<file path="config.mk">
export PLATFORM = sky130hd
export DESIGN_NAME = cw_wheel
export DESIGN_NICKNAME = d
export VERILOG_FILES = /design/src/rtl/cw_pkg.sv /design/src/rtl/cw_ramp.sv /design/src/rtl/cw_sweep.sv /design/src/rtl/cw_fanout.sv /design/src/rtl/cw_wheel.sv
export SDC_FILE = /design/constraint.sdc
export NUM_CORES = 1
export LEC_CHECK = 0
export ABC_AREA = 1
export BUFFER_PORTS_ARGS = -buffer_cell sky130_fd_sc_hd__buf_2
export CORE_AREA = 2 2 150 152
export DETAILED_ROUTE_END_ITERATION = 16
export DIE_AREA = 0 0 152 154
export PLACE_DENSITY = 0.49
export SLEW_MARGIN = 20
export SYNTH_ARGS = -nofsm -noshare
export SYNTH_HDL_FRONTEND = slang
export SYNTH_SLANG_ARGS = --single-unit
</file>
<file path="constraint.sdc">
create_clock -name clk_i -period 5.1 [get_ports clk_i]
set_input_delay 1.02 -clock clk_i [delete_from_list [all_inputs] [get_ports clk_i]]
set_output_delay 1.02 -clock clk_i [all_outputs]
set_load 0.02 [all_outputs]
</file>
<file path="src/rtl/cw_pkg.sv">
package cw_pkg;
  typedef enum logic [2:0] {
    PH_G_UP, PH_R_DN, PH_B_UP, PH_G_DN, PH_R_UP, PH_B_DN
  } phase_e;

  function automatic logic [1:0] ph_comp(phase_e p);
    case (p)
      PH_R_DN, PH_R_UP: return 2'd0;
      PH_G_UP, PH_G_DN: return 2'd1;
      default:          return 2'd2;
    endcase
  endfunction

  function automatic logic ph_up(phase_e p);
    return (p == PH_G_UP) || (p == PH_B_UP) || (p == PH_R_UP);
  endfunction

  function automatic phase_e ph_next(phase_e p);
    case (p)
      PH_G_UP: return PH_R_DN;
      PH_R_DN: return PH_B_UP;
      PH_B_UP: return PH_G_DN;
      PH_G_DN: return PH_R_UP;
      PH_R_UP: return PH_B_DN;
      default: return PH_G_UP;
    endcase
  endfunction
endpackage

</file>
<file path="src/rtl/cw_ramp.sv">
module cw_ramp
  import cw_pkg::*;
#(
  parameter int CW = 8
) (
  input  logic          clk_i,
  input  logic          rst_ni,
  input  logic          tick_i,
  output logic [CW-1:0] red_o,
  output logic [CW-1:0] grn_o,
  output logic [CW-1:0] blu_o
);
  localparam logic [CW-1:0] MAX = {CW{1'b1}};

  phase_e        ph_q;
  logic [CW-1:0] comp_q [3];
  logic [1:0]    idx;
  logic [CW-1:0] cur, nxt;
  logic          done;

  always_comb begin
    idx  = ph_comp(ph_q);
    cur  = comp_q[idx];
    nxt  = ph_up(ph_q) ? cur + 1'b1 : cur - 1'b1;
    done = ph_up(ph_q) ? (nxt == MAX) : (nxt == '0);
  end

  always_ff @(posedge clk_i or negedge rst_ni) begin
    if (!rst_ni) begin
      ph_q      <= PH_G_UP;
      comp_q[0] <= MAX;
      comp_q[1] <= '0;
      comp_q[2] <= '0;
    end else if (tick_i) begin
      comp_q[idx] <= nxt;
      if (done) ph_q <= ph_next(ph_q);
    end
  end

  assign red_o = comp_q[0];
  assign grn_o = comp_q[1];
  assign blu_o = comp_q[2];

  p_hold_r2: assert property (@(posedge clk_i) disable iff (!rst_ni)
    !tick_i |=> $stable(red_o) && $stable(grn_o) && $stable(blu_o));
  p_g_up_ctx_r3: assert property (@(posedge clk_i) disable iff (!rst_ni)
    ph_q == PH_G_UP |-> red_o == MAX && blu_o == '0);
  p_adv_r3: assert property (@(posedge clk_i) disable iff (!rst_ni)
    ph_q == PH_G_UP && tick_i && grn_o == MAX - 1'b1 |=> ph_q == PH_R_DN);
  p_b_up_ctx_r4: assert property (@(posedge clk_i) disable iff (!rst_ni)
    ph_q == PH_B_UP |-> grn_o == MAX && red_o == '0);
  p_wrap_r5: assert property (@(posedge clk_i) disable iff (!rst_ni)
    ph_q == PH_B_DN && tick_i && blu_o == CW'(1) |=> ph_q == PH_G_UP && blu_o == '0);
endmodule

</file>
<file path="src/rtl/cw_sweep.sv">
module cw_sweep #(
  parameter int STEP_DIV = 16,
  parameter int POS_TOP  = 12,
  parameter int SKIP_LO  = 5,
  parameter int SKIP_HI  = 8,
  localparam int PW = $clog2(POS_TOP + 1),
  localparam int SW = $clog2(STEP_DIV)
) (
  input  logic          clk_i,
  input  logic          rst_ni,
  input  logic          tick_i,
  output logic [PW-1:0] pos_o
);
  logic [SW-1:0] step_q;
  logic          wrap;
  logic          up_q;
  logic [PW-1:0] nx;

  assign wrap = tick_i && (step_q == SW'(STEP_DIV - 1));

  always_ff @(posedge clk_i or negedge rst_ni) begin
    if (!rst_ni)     step_q <= '0;
    else if (wrap)   step_q <= '0;
    else if (tick_i) step_q <= step_q + 1'b1;
  end

  assign nx = up_q ? pos_o + 1'b1 : pos_o - 1'b1;

  always_ff @(posedge clk_i or negedge rst_ni) begin
    if (!rst_ni) begin
      pos_o <= '0;
      up_q  <= 1'b1;
    end else if (wrap) begin
      if (up_q) begin
        pos_o <= (nx == PW'(SKIP_LO)) ? PW'(SKIP_HI) : nx;
        if (nx == PW'(POS_TOP)) up_q <= 1'b0;
      end else begin
        pos_o <= (nx == PW'(SKIP_HI - 1)) ? PW'(SKIP_LO - 1) : nx;
        if (nx == '0) up_q <= 1'b1;
      end
    end
  end

  p_still_r7: assert property (@(posedge clk_i) disable iff (!rst_ni)
    !wrap |=> $stable(pos_o));
  p_no_gap_r8: assert property (@(posedge clk_i) disable iff (!rst_ni)
    pos_o < PW'(SKIP_LO) || (pos_o >= PW'(SKIP_HI) && pos_o <= PW'(POS_TOP)));
  p_skip_up_r8: assert property (@(posedge clk_i) disable iff (!rst_ni)
    wrap && up_q && pos_o == PW'(SKIP_LO - 1) |=> pos_o == PW'(SKIP_HI));
  p_turn_top_r9: assert property (@(posedge clk_i) disable iff (!rst_ni)
    wrap && pos_o == PW'(POS_TOP) |=> pos_o == PW'(POS_TOP - 1));
endmodule

</file>
<file path="src/rtl/cw_fanout.sv">
module cw_fanout #(
  parameter int CW  = 8,
  parameter int NCH = 16
) (
  input  logic [CW-1:0]     val_i,
  output logic [NCH*CW-1:0] lanes_o
);
  for (genvar i = 0; i < NCH; i++) begin : g_lane
    assign lanes_o[i*CW +: CW] = val_i;
  end
endmodule

</file>
<file path="src/rtl/cw_wheel.sv">
module cw_wheel #(
  parameter int CW       = 8,
  parameter int NCH      = 16,
  parameter int STEP_DIV = 16,
  parameter int POS_TOP  = 12,
  parameter int SKIP_LO  = 5,
  parameter int SKIP_HI  = 8,
  localparam int PW = $clog2(POS_TOP + 1)
) (
  input  logic              clk_i,
  input  logic              rst_ni,
  input  logic              tick_i,
  output logic [NCH*CW-1:0] red_ch_o,
  output logic [NCH*CW-1:0] grn_ch_o,
  output logic [NCH*CW-1:0] blu_ch_o,
  output logic [PW-1:0]     pos_o
);
  logic [CW-1:0] red, grn, blu;

  cw_ramp #(.CW(CW)) u_ramp (
    .clk_i, .rst_ni, .tick_i,
    .red_o(red), .grn_o(grn), .blu_o(blu)
  );

  cw_sweep #(
    .STEP_DIV(STEP_DIV), .POS_TOP(POS_TOP), .SKIP_LO(SKIP_LO), .SKIP_HI(SKIP_HI)
  ) u_sweep (
    .clk_i, .rst_ni, .tick_i, .pos_o
  );

  cw_fanout #(.CW(CW), .NCH(NCH)) u_fan_r (.val_i(red), .lanes_o(red_ch_o));
  cw_fanout #(.CW(CW), .NCH(NCH)) u_fan_g (.val_i(grn), .lanes_o(grn_ch_o));
  cw_fanout #(.CW(CW), .NCH(NCH)) u_fan_b (.val_i(blu), .lanes_o(blu_ch_o));
endmodule

</file>
==> results.py, run 1 <==
metrics = {
    "status": {
        "status": "finished clean",
    },
    "drt": {
        "routed_wl_um": 10900,
        "topRoutingLayerUsed": "met4",
        "vias_per_cell": 3.61,
        "wl_met1_um": 4330,
        "dr_wl_met3_um": 794,
        "dr.pass1.iters": 4,
        "ant_nets": 0,
        "drt_iter0_markers": 139,
        "drcViolationCount": 0,
        "vias": 3473,
        "avgRoutedWirePerCell_um": 11.3,
        "dr_wl_met2_um": 5640,
    },
    "clocking": {
        "hold_buffers": 0,
        "htreeDepth": 2,
        "cts_sinks": 36,
        "clkTransAtPathRegs_ns": 0.05,
        "cts_resized": 0,
        "root_buffer": "clkbuf_16",
        "postCtsSetupRepairBufs": 0,
        "cts.path.max_buffers": 2,
        "cts_tree": "built",
        "cts_buffers": 5,
        "clk_latency_ns": 0.28,
    },
    "finish": {
        "synthToLayoutAreaGrowth_pct": -5.10,
        "final_common_cell": "buf_2",
        "final_cell_mix": "buf_2 (390), nand2_1 (74), inv_1 (33)",
        "diodes": 0,
        "drive_gt1_share_pct": 63.0,
        "final_nets": 701,
    },
    "worst_hold_path": {
        "hold_path_class": "flip-flop to flip-flop",
    },
    "global_routing": {
        "grt_max_degree": 37,
        "grt_pass1_vias": 2652,
        "track_usage_pct": 8.07,
        "antenna_found_initial": 0,
        "grt_first_pass_wirelength_um": 15200,
        "overflow": 0,
    },
    "critical_path": {
        "startpoint": "u_ramp.ph_q[0]",
        "ff2ff_setup_slack_ns": 2.06,
        "crit_required_ns": 5.27,
        "startpoint_type": "flip-flop",
        "cp-end-kind": "flip-flop",
        "crit_end": "u_ramp.ph_q[0]",
        "cp_max_fo": 9,
        "r2r-end": "u_ramp.ph_q[0]",
        "reg2reg_depth": 18,
        "path_class": "flip-flop to flip-flop",
        "cp_data_arrival_time_ns": 3.21,
        "reg2reg_from": "u_ramp.ph_q[0]",
    },
    "timing": {
        "setup_viol": 0,
        "finalHoldViolCount": 0,
        "clock.fmax_mhz": 329,
        "min_period_ns": 3.04,
        "slew_headroom_pct": 46.0,
        "worst_pin_slew_ns": 0.811,
        "drv_slew": 0,
        "fin_setup_tns_ns": 0,
        "skew_ns": 0.00381,
        "rsz0062_at_grt": "false",
        "period_share_pct": 59.5,
    },
    "floorplanning": {
        "dieWidth_um": 152,
        "core_um2": 21700,
        "pin_count": 391,
        "num_rows": 54,
        "start_util_pct": 22.8,
        "dieArea_um2": 23400,
        "die_h_um": 154,
    },
    "synthesis": {
        "synth_edf_count": 0,
        "yosys.area.top_type_share_pct": 54.6,
        "syn_area_per_cell_um2": 7.63,
        "synth_cells": 649,
        "ys_types": 30,
        "syn_area_um2": 4950,
        "synthFlopType": "dfrtp_1",
        "yosysWarnings": 0,
        "ys_ff_latch": 36,
        "yosys-top-cells-area": "buf_4 (55%), dfrtp_1 (14%), nand2_1 (5.6%)",
        "synth_nets": 668,
        "synth.yosys.seq_area_share_pct": 18.4,
        "synth_top_area_cell": "buf_4",
        "synth_async_sr_flop_share_pct": 100,
    },
    "flow_run": {
        "maxCapViolations": 0,
    },
    "placement": {
        "dp_hpwl_um": 8750,
        "portBuffers": 390,
        "gp_congestion": 0.836,
    },
}
## cell usage after synthesis (3+ instances only)
cell type    n
nand4_1      4
nand3_1     20
dfrtp_1     27
nand2_1     74
nor3_1       3
dfstp_2      9
nand2_2     12
inv_1       33
buf_4      360
nor2_1      13
a21oi_1     20
clkbuf_1     3
nand3_2      3
inv_2        3
o21ai_0     30
ha_1        14
xor2_1       5
## registers in the layout (all words and copies together) (netlist names)
signal	flops
u_ramp.grn_o	8
u_sweep.step_q	4
u_sweep.up_q	1
u_sweep.pos_o	4
u_ramp.red_o	8
u_ramp.blu_o	8
u_ramp.ph_q	3
## final cells by class
type / count / area (um^2)
clock buffers: 6 / 129
clock inverters: 2 / 35.0
fillers: 2413 / 17000
inverters: 37 / 141
multi-input cells: 212 / 1180
flip-flops and latches: 36 / 912
well taps: 280 / 350
repair buffers: 390 / 1950
## critical path: stages (launching register included)
cell and delay (ns):
dfrtp_1 0.43, nor2_1 0.20, nand2_1 0.11, nand2_2 0.17, inv_2 0.11, nand2_1 0.07, a21oi_1 0.07, ha_1 0.36
a21oi_1 0.21, nand2_1 0.08, xor2_1 0.21, nand3_1 0.11, or2_2 0.30, nor2_1 0.09, nand3_1 0.10, nand2_2 0.11
nand3_1 0.08, nand2_1 0.06, nand2_1 0.05
## per-stage QoR
step	std cells	setup WS, ns	util, %	cell area (um^2)	hold WS (ns)
finish	963	2.06	21.7	4700	0.506
global route	963	1.76	21.7	4700	0.549
CTS	963	2.05	21.7	4700	0.504
detailed placement	955	2.06	20.9	4540	0.490
global placement	955	2.13	20.9	4540	0.488
floorplan	649	2.39	-	4950	0.458
## cells by family after synthesis
logic type,share of synthesized area (%)
AO/OA/AOI/OAI,6.57
XOR/XNOR,0.884
adder cells (fa/ha/maj),4.35
buffers and inverters,57.8
flip-flops,18.4
AND/OR/NAND/NOR,12.0
## worst min-delay path by stage
| stage | slack, ns | endpoint | startpoint | cells after the start |
|---|---|---|---|---|
| after floorplan | 0.46 | u_sweep.step_q[3] | u_sweep.step_q[3] | 1 |
| after global placement | 0.49 | u_sweep.step_q[3] | u_sweep.step_q[3] | 1 |
| after detailed placement | 0.49 | u_sweep.step_q[3] | u_sweep.step_q[3] | 1 |
| after CTS | 0.50 | u_sweep.step_q[3] | u_sweep.step_q[3] | 1 |
| after global routing | 0.55 | u_sweep.step_q[1] | u_sweep.step_q[1] | 2 |
| final | 0.51 | u_sweep.step_q[3] | u_sweep.step_q[3] | 1 |
## routing by layer
layer / up-vias / global-route usage (%)
met5: - / 0
met4: 0 / 1.42
met3: 10 / 1.75
met2: 185 / 15.2
met1: 1548 / 9.41
li1: 1730 / -
Power of run 1 is left out: the tool's default activity adds up to more than one toggle a clock period on the data nets, which glitch-free logic cannot reach.
==> run 2, diff against run 1 <==
--- a/config.mk
+++ b/config.mk
@@ -5,12 +5,12 @@
 export SDC_FILE = /design/constraint.sdc
 export NUM_CORES = 1
 export LEC_CHECK = 0
-export ABC_AREA = 1
+export ABC_AREA = 0
 export BUFFER_PORTS_ARGS = -buffer_cell sky130_fd_sc_hd__buf_2
-export CORE_AREA = 2 2 150 152
+export CORE_AREA = 2 2 153 155
 export DETAILED_ROUTE_END_ITERATION = 16
-export DIE_AREA = 0 0 152 154
-export PLACE_DENSITY = 0.49
+export DIE_AREA = 0 0 155 157
+export PLACE_DENSITY = 0.51
 export SLEW_MARGIN = 20
 export SYNTH_ARGS = -nofsm -noshare
 export SYNTH_HDL_FRONTEND = slang
==> constraint.sdc (replaced) <==
create_clock -name clk_i -period 2.4 [get_ports clk_i]
set_input_delay 0.48 -clock clk_i [delete_from_list [all_inputs] [get_ports clk_i]]
set_output_delay 0.48 -clock clk_i [all_outputs]
set_load 0.02 [all_outputs]
==> results.py, run 2 <==
metrics = {
    "status": {
        "status": "finished, violations left",
        "failed_checks": "negative setup slack",
    },
    "global_routing": {
        "track_usage_pct": 8.78,
        "grt_first_pass_wirelength_um": 16700,
        "grt_pass1_vias": 2925,
        "overflow": 0,
        "grt_max_degree": 31,
        "antenna_found_initial": 0,
    },
    "synthesis": {
        "ys_types": 60,
        "synth_async_sr_flop_share_pct": 100,
        "synth.most_common_cell": "buf_4",
        "synth_top_family_by_area": "buffers and inverters",
        "yosys.area.top_type_share_pct": 51.1,
        "yosys-top-cells-area": "buf_4 (51%), dfrtp_1 (13%), dfstp_2 (4.5%)",
        "synth.yosys.seq_area_share_pct": 17.2,
        "synth_cells": 627,
        "yosys.area_share.simple_pct": 7.70,
        "syn_area_per_cell_um2": 8.48,
        "yosysWarnings": 0,
        "syn_area_um2": 5310,
        "synthMuxAreaShare_pct": 6.19,
        "synth_top_area_cell": "buf_4",
        "synth_edf_count": 0,
        "synthAdderAreaFrac_pct": 4.05,
        "synth_common_cells": "buf_4 (362), a21oi_1 (30), dfrtp_1 (27)",
        "synth_xor_area_share_pct": 1.79,
        "synthFlopType": "dfrtp_1",
        "synth-compound-area-share_pct": 9.11,
        "ys_ff_latch": 36,
        "synth_nets": 646,
    },
    "finish": {
        "final_nets": 765,
        "synthToLayoutAreaGrowth_pct": 14.6,
        "diodes": 0,
        "multi_input_area_um2": 1820,
        "final_common_cell": "buf_2",
        "post-route-util_pct": 27.1,
        "final_cell_mix": "buf_2 (391), buf_4 (82), a21oi_1 (23)",
        "num-fill-cells": 2396,
        "final_cells": 1032,
        "seq_area_um2": 935,
        "drive_gt1_share_pct": 78.0,
    },
    "worst_hold_path": {
        "hold_path_class": "input port to async pin",
    },
    "critical_path": {
        "critPathMaxStageDelay_ns": 0.51,
        "crit_end": "u_ramp.ph_q[1]",
        "reg2reg_from": "u_ramp.ph_q[1]",
        "path_class": "flip-flop to flip-flop",
        "r2r-end": "u_ramp.ph_q[1]",
        "reg2reg_depth": 14,
        "cp_max_fo": 7,
        "crit_required_ns": 2.60,
        "crit_top_cell": "and3_4",
        "ff2ff_setup_slack_ns": -0.73,
        "cp_data_arrival_time_ns": 3.33,
        "startpoint_type": "flip-flop",
        "startpoint": "u_ramp.ph_q[1]",
        "crit_path_cell_trace": "buf_4 > nand2_1 > and3_4 > or3_4 > nand3_4 > fa_2 > a21o_1 > a21oi_2 > or4b_4 > o2111ai_4 > and3_4 > and4_4 > o21ai_1 > o31ai_2",
        "cp-end-kind": "flip-flop",
        "critPathSlowestCell": "dfrtp_2",
    },
    "clocking": {
        "root_buffer": "clkbuf_16",
        "cts_buffers": 5,
        "cts.path.max_buffers": 2,
        "htreeDepth": 2,
        "cts_tree": "built",
        "cts_sinks": 36,
        "clkTransAtPathRegs_ns": 0.06,
        "clk_latency_ns": 0.29,
    },
    "drt": {
        "drt_iter0_markers": 127,
        "vias_per_cell": 3.86,
        "ant_nets": 0,
        "drcViolationCount": 0,
        "avgRoutedWirePerCell_um": 12.1,
        "vias": 3980,
        "dr.pass1.iters": 4,
        "routed_wl_um": 12400,
    },
    "timing": {
        "min_period_ns": 3.13,
        "finalHoldViolCount": 0,
        "skew_ns": 0.00504,
        "whs_ns": 0.206,
        "drv_slew": 0,
        "rsz0062_at_grt": "true",
        "period_share_pct": 131,
        "fin_ws_ns": -0.732,
        "fin_setup_tns_ns": -8.70,
        "slew_headroom_pct": 59.3,
        "clock.fmax_mhz": 319,
        "setup_viol": 18,
        "worst_pin_slew_ns": 0.611,
    },
    "floorplanning": {
        "start_util_pct": 23.6,
        "die_h_um": 157,
        "dieWidth_um": 155,
        "dieArea_um2": 24300,
        "core_um2": 22500,
        "num_rows": 55,
        "pin_count": 391,
    },
    "placement": {
        "portBuffers": 390,
        "place_inst": 1009,
        "dp_hpwl_um": 9800,
        "gp_congestion": 0.795,
    },
    "flow_run": {
        "maxCapViolations": 0,
    },
}
[run 2: cell types whose count changed after synthesis, moves of 6 or more]
cell	delta
a211oi_1	+6
mux2i_1	+9
inv_1	-19
mux2_2	+20
nand2_1	-57
nand2_2	-12
nor3_1	+12
o21ai_0	-22
a21oi_1	+10
nand3_1	-12
[run 2: layer usage]
metal / vias up / share of wire [%] / wire, um / GRT usage, %
met2: 217 / 51 / 6350 / 15.6
li1: 1935 / - / - / -
met1: 1819 / 41 / 5090 / 11.1
met3: 9 / 7.1 / 882 / 1.62
met4: 0 / 0.96 / 120 / 1.85
met5: - / 0 / 0 / 0
[run 2: kinds of logic after synthesis]
logic type      count (synthesis)
buf+inv                       389
simple gates                   75
compound gates                 71
flops                          36
mux                            30
fa+ha+maj                      16
xor+xnor                       10
[run 2: area by class of cell]
type	count	area share, %
flip-flops and latches	36	15.3
multi-input cells	202	29.9
repair buffers	485	45.1
clock buffers	5	2.05
well taps	285	5.86
inverters	16	1.07
clock inverters	3	0.699
[run 2: timing repair]
action                                  4_1_cts  5_1_grt
gates resized for setup                      21       25
hold buffers                                  0        0
setup buffers                                11        3
gates cloned                                  1        1
pin swaps                                    11       13
endpoints found under the setup margin       18       23
[run 2: critical path, delay by kind of cell, from the launching register on]
| family | cells | cell delay, ns |
|---|---|---|
| AO/OA/AOI/OAI | 5 | 0.57 |
| adder cells (fa/ha/maj) | 1 | 0.20 |
| buffers and inverters | 1 | 0.15 |
| flip-flops | 1 | 0.51 |
| AND/OR/NAND/NOR | 7 | 1.61 |
[run 2: worst min-delay path by stage]
stage / cells after the start / startpoint / endpoint
4_1_cts: 1 / rst_ni / u_ramp.ph_q[2]
3_3_place_gp: 2 / u_sweep.up_q / u_sweep.up_q
6_report: 1 / rst_ni / u_ramp.ph_q[2]
5_1_grt: 1 / rst_ni / u_ramp.blu_o[7]
3_5_place_dp: 2 / u_sweep.up_q / u_sweep.up_q
2_1_floorplan: 0 / rst_ni / u_ramp.blu_o[0]
[run 2: through the flow]
step | setup slack, ns | area (um^2)
after global placement | -0.664 | 5560
after floorplan | -0.786 | 5460
final | -0.732 | 6090
after global routing | -0.887 | 6090
after CTS | -0.659 | 5910
after detailed placement | -0.723 | 5560
Power of run 2 is left out for the same reason.
